**src/rtl/argate_pkg.sv**
```systemverilog
// Shared types and constants for the active rail gating controller.
package argate_pkg;

    // Number of override lines driven by the teardown burst
    localparam int N_LINES = 7;

    // Bit positions of the override vector (order is behaviour)
    localparam int LN_AUX  = 0;
    localparam int LN_SUSPG = 1;
    localparam int LN_CTLOK = 2;
    localparam int LN_SYSOK = 3;
    localparam int LN_CORE = 4;
    localparam int LN_S0   = 5;
    localparam int LN_IO   = 6;

    // Teardown sequencer states
    typedef enum logic [1:0] {
        TD_IDLE = 2'd0,
        TD_RUN  = 2'd1,
        TD_FIN  = 2'd2,
        TD_HOLD = 2'd3
    } td_state_e;

endpackage

```
**src/rtl/argate_sync.sv**
```systemverilog
// Multi-flop synchronizer with edge detection on the synchronized level.
// Assumes STAGES >= 2; all flops reset to zero (a low sleep level after
// reset looks like "already asleep" so no spurious fall is produced).
module argate_sync #(
    parameter int STAGES = 2
) (
    input  logic clk,
    input  logic rst_n,
    input  logic async_in,
    output logic level,
    output logic rise,
    output logic fall
);
    logic [STAGES-1:0] sh_q;
    logic              prev_q;

    // Shift the asynchronous input through the synchronizer chain
    always_ff @(posedge clk) begin
        if (!rst_n) sh_q <= '0;
        else        sh_q <= {sh_q[STAGES-2:0], async_in};
    end

    // Remember the last synchronized level for edge detection
    always_ff @(posedge clk) begin
        if (!rst_n) prev_q <= 1'b0;
        else        prev_q <= sh_q[STAGES-1];
    end

    assign level = sh_q[STAGES-1];
    assign rise  = sh_q[STAGES-1] & ~prev_q;
    assign fall  = ~sh_q[STAGES-1] & prev_q;

endmodule

```
**src/rtl/argate_follow.sv**
```systemverilog
// Idle-gate follower: while gating is enabled and the platform is awake,
// registers the synchronized idle-gate level onto the S0 rail enable;
// otherwise the enable holds. Inputs are already synchronous.
module argate_follow (
    input  logic clk,
    input  logic rst_n,
    input  logic gate_en,
    input  logic awake,
    input  logic idle_lvl,
    output logic gate_on
);
    logic gate_q;
    logic active;

    assign active = gate_en & awake;

    // Track the idle-gate level only while gating is active
    always_ff @(posedge clk) begin
        if (!rst_n)      gate_q <= 1'b0;
        else if (active) gate_q <= idle_lvl;
    end

    assign gate_on = gate_q;


    gate_hold_chk: assert property (@(posedge clk) disable iff (!rst_n)
        !active |=> $stable(gate_q));

endmodule

```
**src/rtl/argate_teardown.sv**
```systemverilog
// Teardown burst sequencer: on start it sets override bit 0, then one bit
// per clock up to bit 5, then the IO bit once IO_AT clocks have passed
// since start (which keeps MIN_GAP_CYC clocks after bit 2). A done pulse
// follows; the overrides hold until clear_req. Starts are only accepted
// when idle, so repeated triggers are ignored.
module argate_teardown
    import argate_pkg::*;
#(
    parameter int MIN_GAP_CYC  = 20,
    parameter int DEADLINE_CYC = 10000
) (
    input  logic               clk,
    input  logic               rst_n,
    input  logic               start_req,
    input  logic               clear_req,
    output logic [N_LINES-1:0] off_o,
    output logic               done_o
);
    localparam int IO_AT = (MIN_GAP_CYC + LN_CTLOK > LN_S0 + 1) ? (MIN_GAP_CYC + LN_CTLOK) : (LN_S0 + 1);
    localparam int CNT_W = $clog2(IO_AT + 1);
    localparam int LAT_W = $clog2(DEADLINE_CYC + 2);
    localparam int GAP_W = $clog2(MIN_GAP_CYC + 2);

    td_state_e          st_q;
    logic [CNT_W-1:0]   cnt_q;
    logic [N_LINES-1:0] off_q;
    logic [N_LINES-1:0] set_mask;
    logic               done_q;

    // Bit 0 sets on the accepted start
    assign set_mask[LN_AUX] = (st_q == TD_IDLE) & start_req;

    // Remaining bits each set at their own step count
    for (genvar i = 1; i < N_LINES; i++) begin : g_step
        localparam int AT = (i == LN_IO) ? IO_AT : i;
        assign set_mask[i] = (st_q == TD_RUN) && (cnt_q + 1'b1 == CNT_W'(AT));
    end

    // Sequencer state and step counter
    always_ff @(posedge clk) begin
        if (!rst_n) begin
            st_q  <= TD_IDLE;
            cnt_q <= '0;
        end else begin
            unique case (st_q)
                TD_IDLE: if (start_req) begin
                    st_q  <= TD_RUN;
                    cnt_q <= '0;
                end
                TD_RUN: begin
                    cnt_q <= cnt_q + 1'b1;
                    if (cnt_q + 1'b1 == CNT_W'(IO_AT)) st_q <= TD_FIN;
                end
                TD_FIN:  st_q <= TD_HOLD;
                TD_HOLD: if (clear_req) st_q <= TD_IDLE;
                default: st_q <= TD_IDLE;
            endcase
        end
    end

    // Override bits accumulate during the burst and clear on release
    always_ff @(posedge clk) begin
        if (!rst_n)                           off_q <= '0;
        else if (st_q == TD_HOLD && clear_req) off_q <= '0;
        else                                  off_q <= off_q | set_mask;
    end

    // One-cycle completion pulse
    always_ff @(posedge clk) begin
        if (!rst_n) done_q <= 1'b0;
        else        done_q <= (st_q == TD_FIN);
    end

    assign off_o  = off_q;
    assign done_o = done_q;

    // ---------------- checking logic ----------------
    logic [GAP_W-1:0] ctl_age_q;
    logic [LAT_W-1:0] lat_q;

    // Age of the controller power-ok override, saturating
    always_ff @(posedge clk) begin
        if (!rst_n || !off_q[LN_CTLOK])        ctl_age_q <= '0;
        else if (ctl_age_q != GAP_W'(MIN_GAP_CYC)) ctl_age_q <= ctl_age_q + 1'b1;
    end

    // Cycles since the burst began, saturating past the deadline
    always_ff @(posedge clk) begin
        if (!rst_n || off_q == '0)             lat_q <= '0;
        else if (lat_q != LAT_W'(DEADLINE_CYC + 1)) lat_q <= lat_q + 1'b1;
    end

    for (genvar j = 1; j < N_LINES; j++) begin : g_order_chk

        order_chk: assert property (@(posedge clk) disable iff (!rst_n)
            $rose(off_q[j]) |-> off_q[j-1]);
    end


    io_gap_chk: assert property (@(posedge clk) disable iff (!rst_n)
        $rose(off_q[LN_IO]) |-> (ctl_age_q == GAP_W'(MIN_GAP_CYC)) || (MIN_GAP_CYC < 4));


    io_deadline_chk: assert property (@(posedge clk) disable iff (!rst_n)
        $rose(off_q[LN_IO]) |-> (lat_q <= LAT_W'(DEADLINE_CYC)));


    done_pulse_chk: assert property (@(posedge clk) disable iff (!rst_n)
        done_q |=> !done_q);


    done_after_io_chk: assert property (@(posedge clk) disable iff (!rst_n)
        $rose(done_q) |-> $past(off_q[LN_IO]) && off_q == '1);

endmodule

```
**src/rtl/active_rail_gate.sv**
```systemverilog
// Top of the active rail gating controller. Synchronizes the sleep and
// idle-gate inputs, forms the teardown trigger (qualified sleep fall or a
// sequencer suspend-entry rise), and hosts the burst sequencer and the
// idle-gate follower. plat_on, seq_suspend and gate_en are synchronous.
module active_rail_gate
    import argate_pkg::*;
#(
    parameter int SYNC_STAGES  = 2,
    parameter int MIN_GAP_CYC  = 20,
    parameter int DEADLINE_CYC = 10000
) (
    input  logic               clk,
    input  logic               rst_n,
    input  logic               sleep_n,
    input  logic               idle_gate_n,
    input  logic               gate_en,
    input  logic               plat_on,
    input  logic               seq_suspend,
    output logic [N_LINES-1:0] off_req,
    output logic               s0_gate_on,
    output logic               teardown_done
);
    logic sleep_lvl, sleep_rise, sleep_fall;
    logic idle_lvl, idle_rise_nc, idle_fall_nc;
    logic susp_q;
    logic start_req;

    argate_sync #(.STAGES(SYNC_STAGES)) u_sync_sleep (
        .clk(clk), .rst_n(rst_n), .async_in(sleep_n),
        .level(sleep_lvl), .rise(sleep_rise), .fall(sleep_fall)
    );

    argate_sync #(.STAGES(SYNC_STAGES)) u_sync_idle (
        .clk(clk), .rst_n(rst_n), .async_in(idle_gate_n),
        .level(idle_lvl), .rise(idle_rise_nc), .fall(idle_fall_nc)
    );

    // Previous suspend-entry level for rise detection
    always_ff @(posedge clk) begin
        if (!rst_n) susp_q <= 1'b0;
        else        susp_q <= seq_suspend;
    end

    assign start_req = (sleep_fall & plat_on) | (seq_suspend & ~susp_q);

    argate_teardown #(
        .MIN_GAP_CYC(MIN_GAP_CYC),
        .DEADLINE_CYC(DEADLINE_CYC)
    ) u_td (
        .clk(clk), .rst_n(rst_n),
        .start_req(start_req), .clear_req(sleep_rise),
        .off_o(off_req), .done_o(teardown_done)
    );

    argate_follow u_follow (
        .clk(clk), .rst_n(rst_n), .gate_en(gate_en),
        .awake(sleep_lvl), .idle_lvl(idle_lvl), .gate_on(s0_gate_on)
    );


    no_start_chk: assert property (@(posedge clk) disable iff (!rst_n)
        (off_req == '0 && !plat_on && !(seq_suspend && !susp_q)) |=> (off_req == '0));

endmodule

```
**config.mk**
```make
export PLATFORM = sky130hd
export DESIGN_NAME = active_rail_gate
export DESIGN_NICKNAME = d
export VERILOG_FILES = /design/src/rtl/argate_pkg.sv /design/src/rtl/argate_sync.sv /design/src/rtl/argate_follow.sv /design/src/rtl/argate_teardown.sv /design/src/rtl/active_rail_gate.sv
export SDC_FILE = /design/constraint.sdc
export NUM_CORES = 1
export LEC_CHECK = 0
export ABC_AREA = 1
export ABC_CLOCK_PERIOD_IN_PS = 3210
export BUFFER_PORTS_ARGS = -buffer_cell sky130_fd_sc_hd__buf_2
export CORE_UTILIZATION = 55
export CTS_CLUSTER_SIZE = 12
export DETAILED_ROUTE_END_ITERATION = 16
export GPL_TIMING_DRIVEN = 0
export PLACE_DENSITY = 0.89
export SLEW_MARGIN = 5
export SYNTH_ARGS = -nofsm -noshare
export SYNTH_HDL_FRONTEND = slang
export SYNTH_SLANG_ARGS = --single-unit
```
**constraint.sdc**
```tcl
create_clock -name clk -period 3.21 [get_ports clk]
set_input_delay 0.4815 -clock clk [delete_from_list [all_inputs] [get_ports clk]]
set_output_delay 0.4815 -clock clk [all_outputs]
set_load 0.02 [all_outputs]
```
==> results.json <==
{
  "vias": 864,
  "place_ws_ps": 1640,
  "crit_slowest_cell": "dfxtp_1",
  "grt_pass1_vias": 823,
  "slowest_delay_ps": 470,
  "met3_usage_pct": 6.35,
  "path_clk_slew_ps": 110,
  "clk_latency_ps": 310,
  "drtIter0Drc": 24,
  "ios": 16,
  "worst_slew_pin_slew_ps": 398,
  "fin_crit_ps": 1590,
  "worstPathArrival_ps": 1810,
  "fin_nets": 169,
  "grt_overflow": 0,
  "viasPerCell": 4.91,
  "worst_slack_ps": 1620,
  "areaGrowthSynthToFinish_pct": 13.7,
  "drive_gt1_share_pct": 19.2,
  "cpMostUsedCell": "nand2_1",
  "hpwlAfterDp_mm": 1.48,
  "top_usage_layer": "met2",
  "syn_inst": 132,
  "cts_hold_buf": 0,
  "ys_types": 22,
  "crit_path_start_kind": "flip-flop",
  "cts_setup_buffers": 0,
  "grt_max_degree": 13,
  "post-route-period-util_pct": 49.5,
  "use_met1_pct": 24.9,
  "clock_path_buffers": 2,
  "synth_seq_area_share_pct": 42.4,
  "core_area_um2": 1750,
  "synth_nets": 149,
  "port_buffers": 15,
  "grt_setup_unrepaired": "no",
  "peakVddDrop_uv": 428,
  "synth_area_um2": 1040,
  "antenna_cells": 0,
  "antenna_found_initial": 0,
  "globalRouteMet2Util_pct": 38.0,
  "drtAntennaViolNets": 0,
  "cp_cell_sequence": "ha_1 -> nand4_1 -> nand2_2 -> nand2_1 -> o21ai_4 -> nand3_1 -> nand2_1 -> nor2_1",
  "root_buffer": "clkbuf_4",
  "finalMaxSlewViolations": 0,
  "fin_tns_setup_ps": 0,
  "cts_buffers": 3,
  "synth_seq_cells": 22,
  "grt_pass1_wl_mm": 3.19,
  "hold_viol_final": 0,
  "grt_usage_pct": 21.8,
  "post_drt_wl_per_cell_um": 10.4,
  "fin_skew_ps": 1.17,
  "dieArea_um2": 2070,
  "cts_resized": 0,
  "drc": 0,
  "cp.required_ps": 3430,
  "wirelength_mm": 1.84,
  "relSlewSlack_pct": 73.5,
  "placementRows": 15,
  "firstDrtPassIters": 4,
  "crit_fanout": 7,
  "p_per_area_nw_per_um2": 635,
  "status": "finished clean",
  "finalSetupViolCount": 0,
  "hold_path.class": "in -> reg",
  "cap_violations": 0,
  "fp.dieW_um": 45.5,
  "nFillCells": 143,
  "fmax_mhz": 630,
  "clkSinkCount": 22,
  "p_leak_nw": 0.592,
  "cts_tree": "yes",
  "die_y_um": 45.5,
  "syn-mean-instance-area_um2": 7.87,
  "synth_warnings": 0,
  "cts_htree_levels": 1,
  "initial_core_util_pct": 59.5,
  "crit_type": "reg -> reg",
  "routabilityCongestion": 0.787,
  "endpoint_kind": "flip-flop"
}
-- state kept, by name, indices dropped and copies added (netlist names) --
name / count
u_td.off_o: 7
u_td.cnt_q: 5
u_sync_idle.sh_q: 2
u_sync_sleep.sh_q: 2
u_td.st_q: 2
susp_q: 1
u_follow.gate_on: 1
u_sync_sleep.prev_q: 1
u_td.done_o: 1
-- metal layers --
metal  share of wire (%)  wire length, µm
met5                   0                0
met3                 3.6               67
met1                  44              806
met4                 1.1               20
met2                  51              945
-- Yosys cell counts (all sizes together) --
| library cell | n | area share [%] |
|---|---|---|
| a21oi | 11 | 5.3 |
| a31oi | 3 | 1.8 |
| clkbuf | 1 | 0.36 |
| dfxtp | 22 | 42 |
| ha | 10 | 12 |
| inv | 24 | 8.7 |
| nand2 | 29 | 11 |
| nand3 | 7 | 4.6 |
| nand4 | 2 | 1.2 |
| nor2 | 15 | 6.4 |
| nor3 | 1 | 0.48 |
| nor3b | 1 | 1.2 |
| o21ai | 5 | 4.2 |
| or2 | 1 | 0.60 |
-- through the flow --
step	utilization (%)	instance area (µm²)	hold WS (ps)	instances	total power, W
finish	67.7	1180	346	176	0.000750
global route	67.7	1180	350	176	0.000803
CTS	67.7	1180	341	176	0.000758
detailed placement	65.6	1140	407	172	0.000606
global placement	65.6	1140	396	172	0.000586
floorplan	-	1040	390	132	0.000542
-- layout make-up --
type / count / area [µm²] / area share (%)
Inverter: 24 / 90.1 / 7.63
Clock buffer: 4 / 36.3 / 3.07
Buffer: 1 / 3.75 / 0.318
Tap cell: 25 / 31.3 / 2.65
Multi-Input combinational cell: 85 / 504 / 42.7
Sequential cell: 22 / 440 / 37.3
Timing Repair Buffer: 15 / 75.1 / 6.36
-- worst max-delay path: cells and delay by family, from the launching register on --
family	cells	cell delay, ps
and+or+nand+nor	6	570
DFF	1	470
adders and majority gates	1	280
AOI/OAI and AO/OA	1	180
-- cells in the final DEF (no fill, tap or decap), types with 3 or more instances in the layout --
master    netlist  layout
nand2_1        28      28
inv_1          23      23
dfxtp_1        22      22
buf_2           0      15
nor2_1         13      13
a21oi_1        11      11
ha_1           10      10
nand3_1         6       6
a31oi_1         3       3
clkbuf_4        0       3
-- cell families after synthesis --
logic type / after synthesis / synth area share (%)
and+or+nand+nor: 56 / 25.2
adders and majority gates: 10 / 12.0
DFF: 22 / 42.4
buffers and inverters: 25 / 9.04
AOI/OAI and AO/OA: 19 / 11.3
-- power by group --
| group | switching (W) | internal (W) |
|---|---|---|
| sequential | 0.0000292 | 0.000306 |
| combinational | 0.000166 | 0.0000988 |
| clock | 0.0000815 | 0.0000694 |
| total | 0.000276 | 0.000474 |
-- final timing paths --
path,end,slack (ps),cells after the start,startpoint
min reg2reg,u_sync_sleep.sh_q[1],430,2,u_sync_sleep.sh_q[0]
max reg2reg,u_td.st_q[1],1620,8,u_td.cnt_q[1]
min,u_sync_sleep.sh_q[0],350,3,sleep_n
max,u_td.st_q[1],1620,8,u_td.cnt_q[1]
Power figures use the tool's default switching activity.
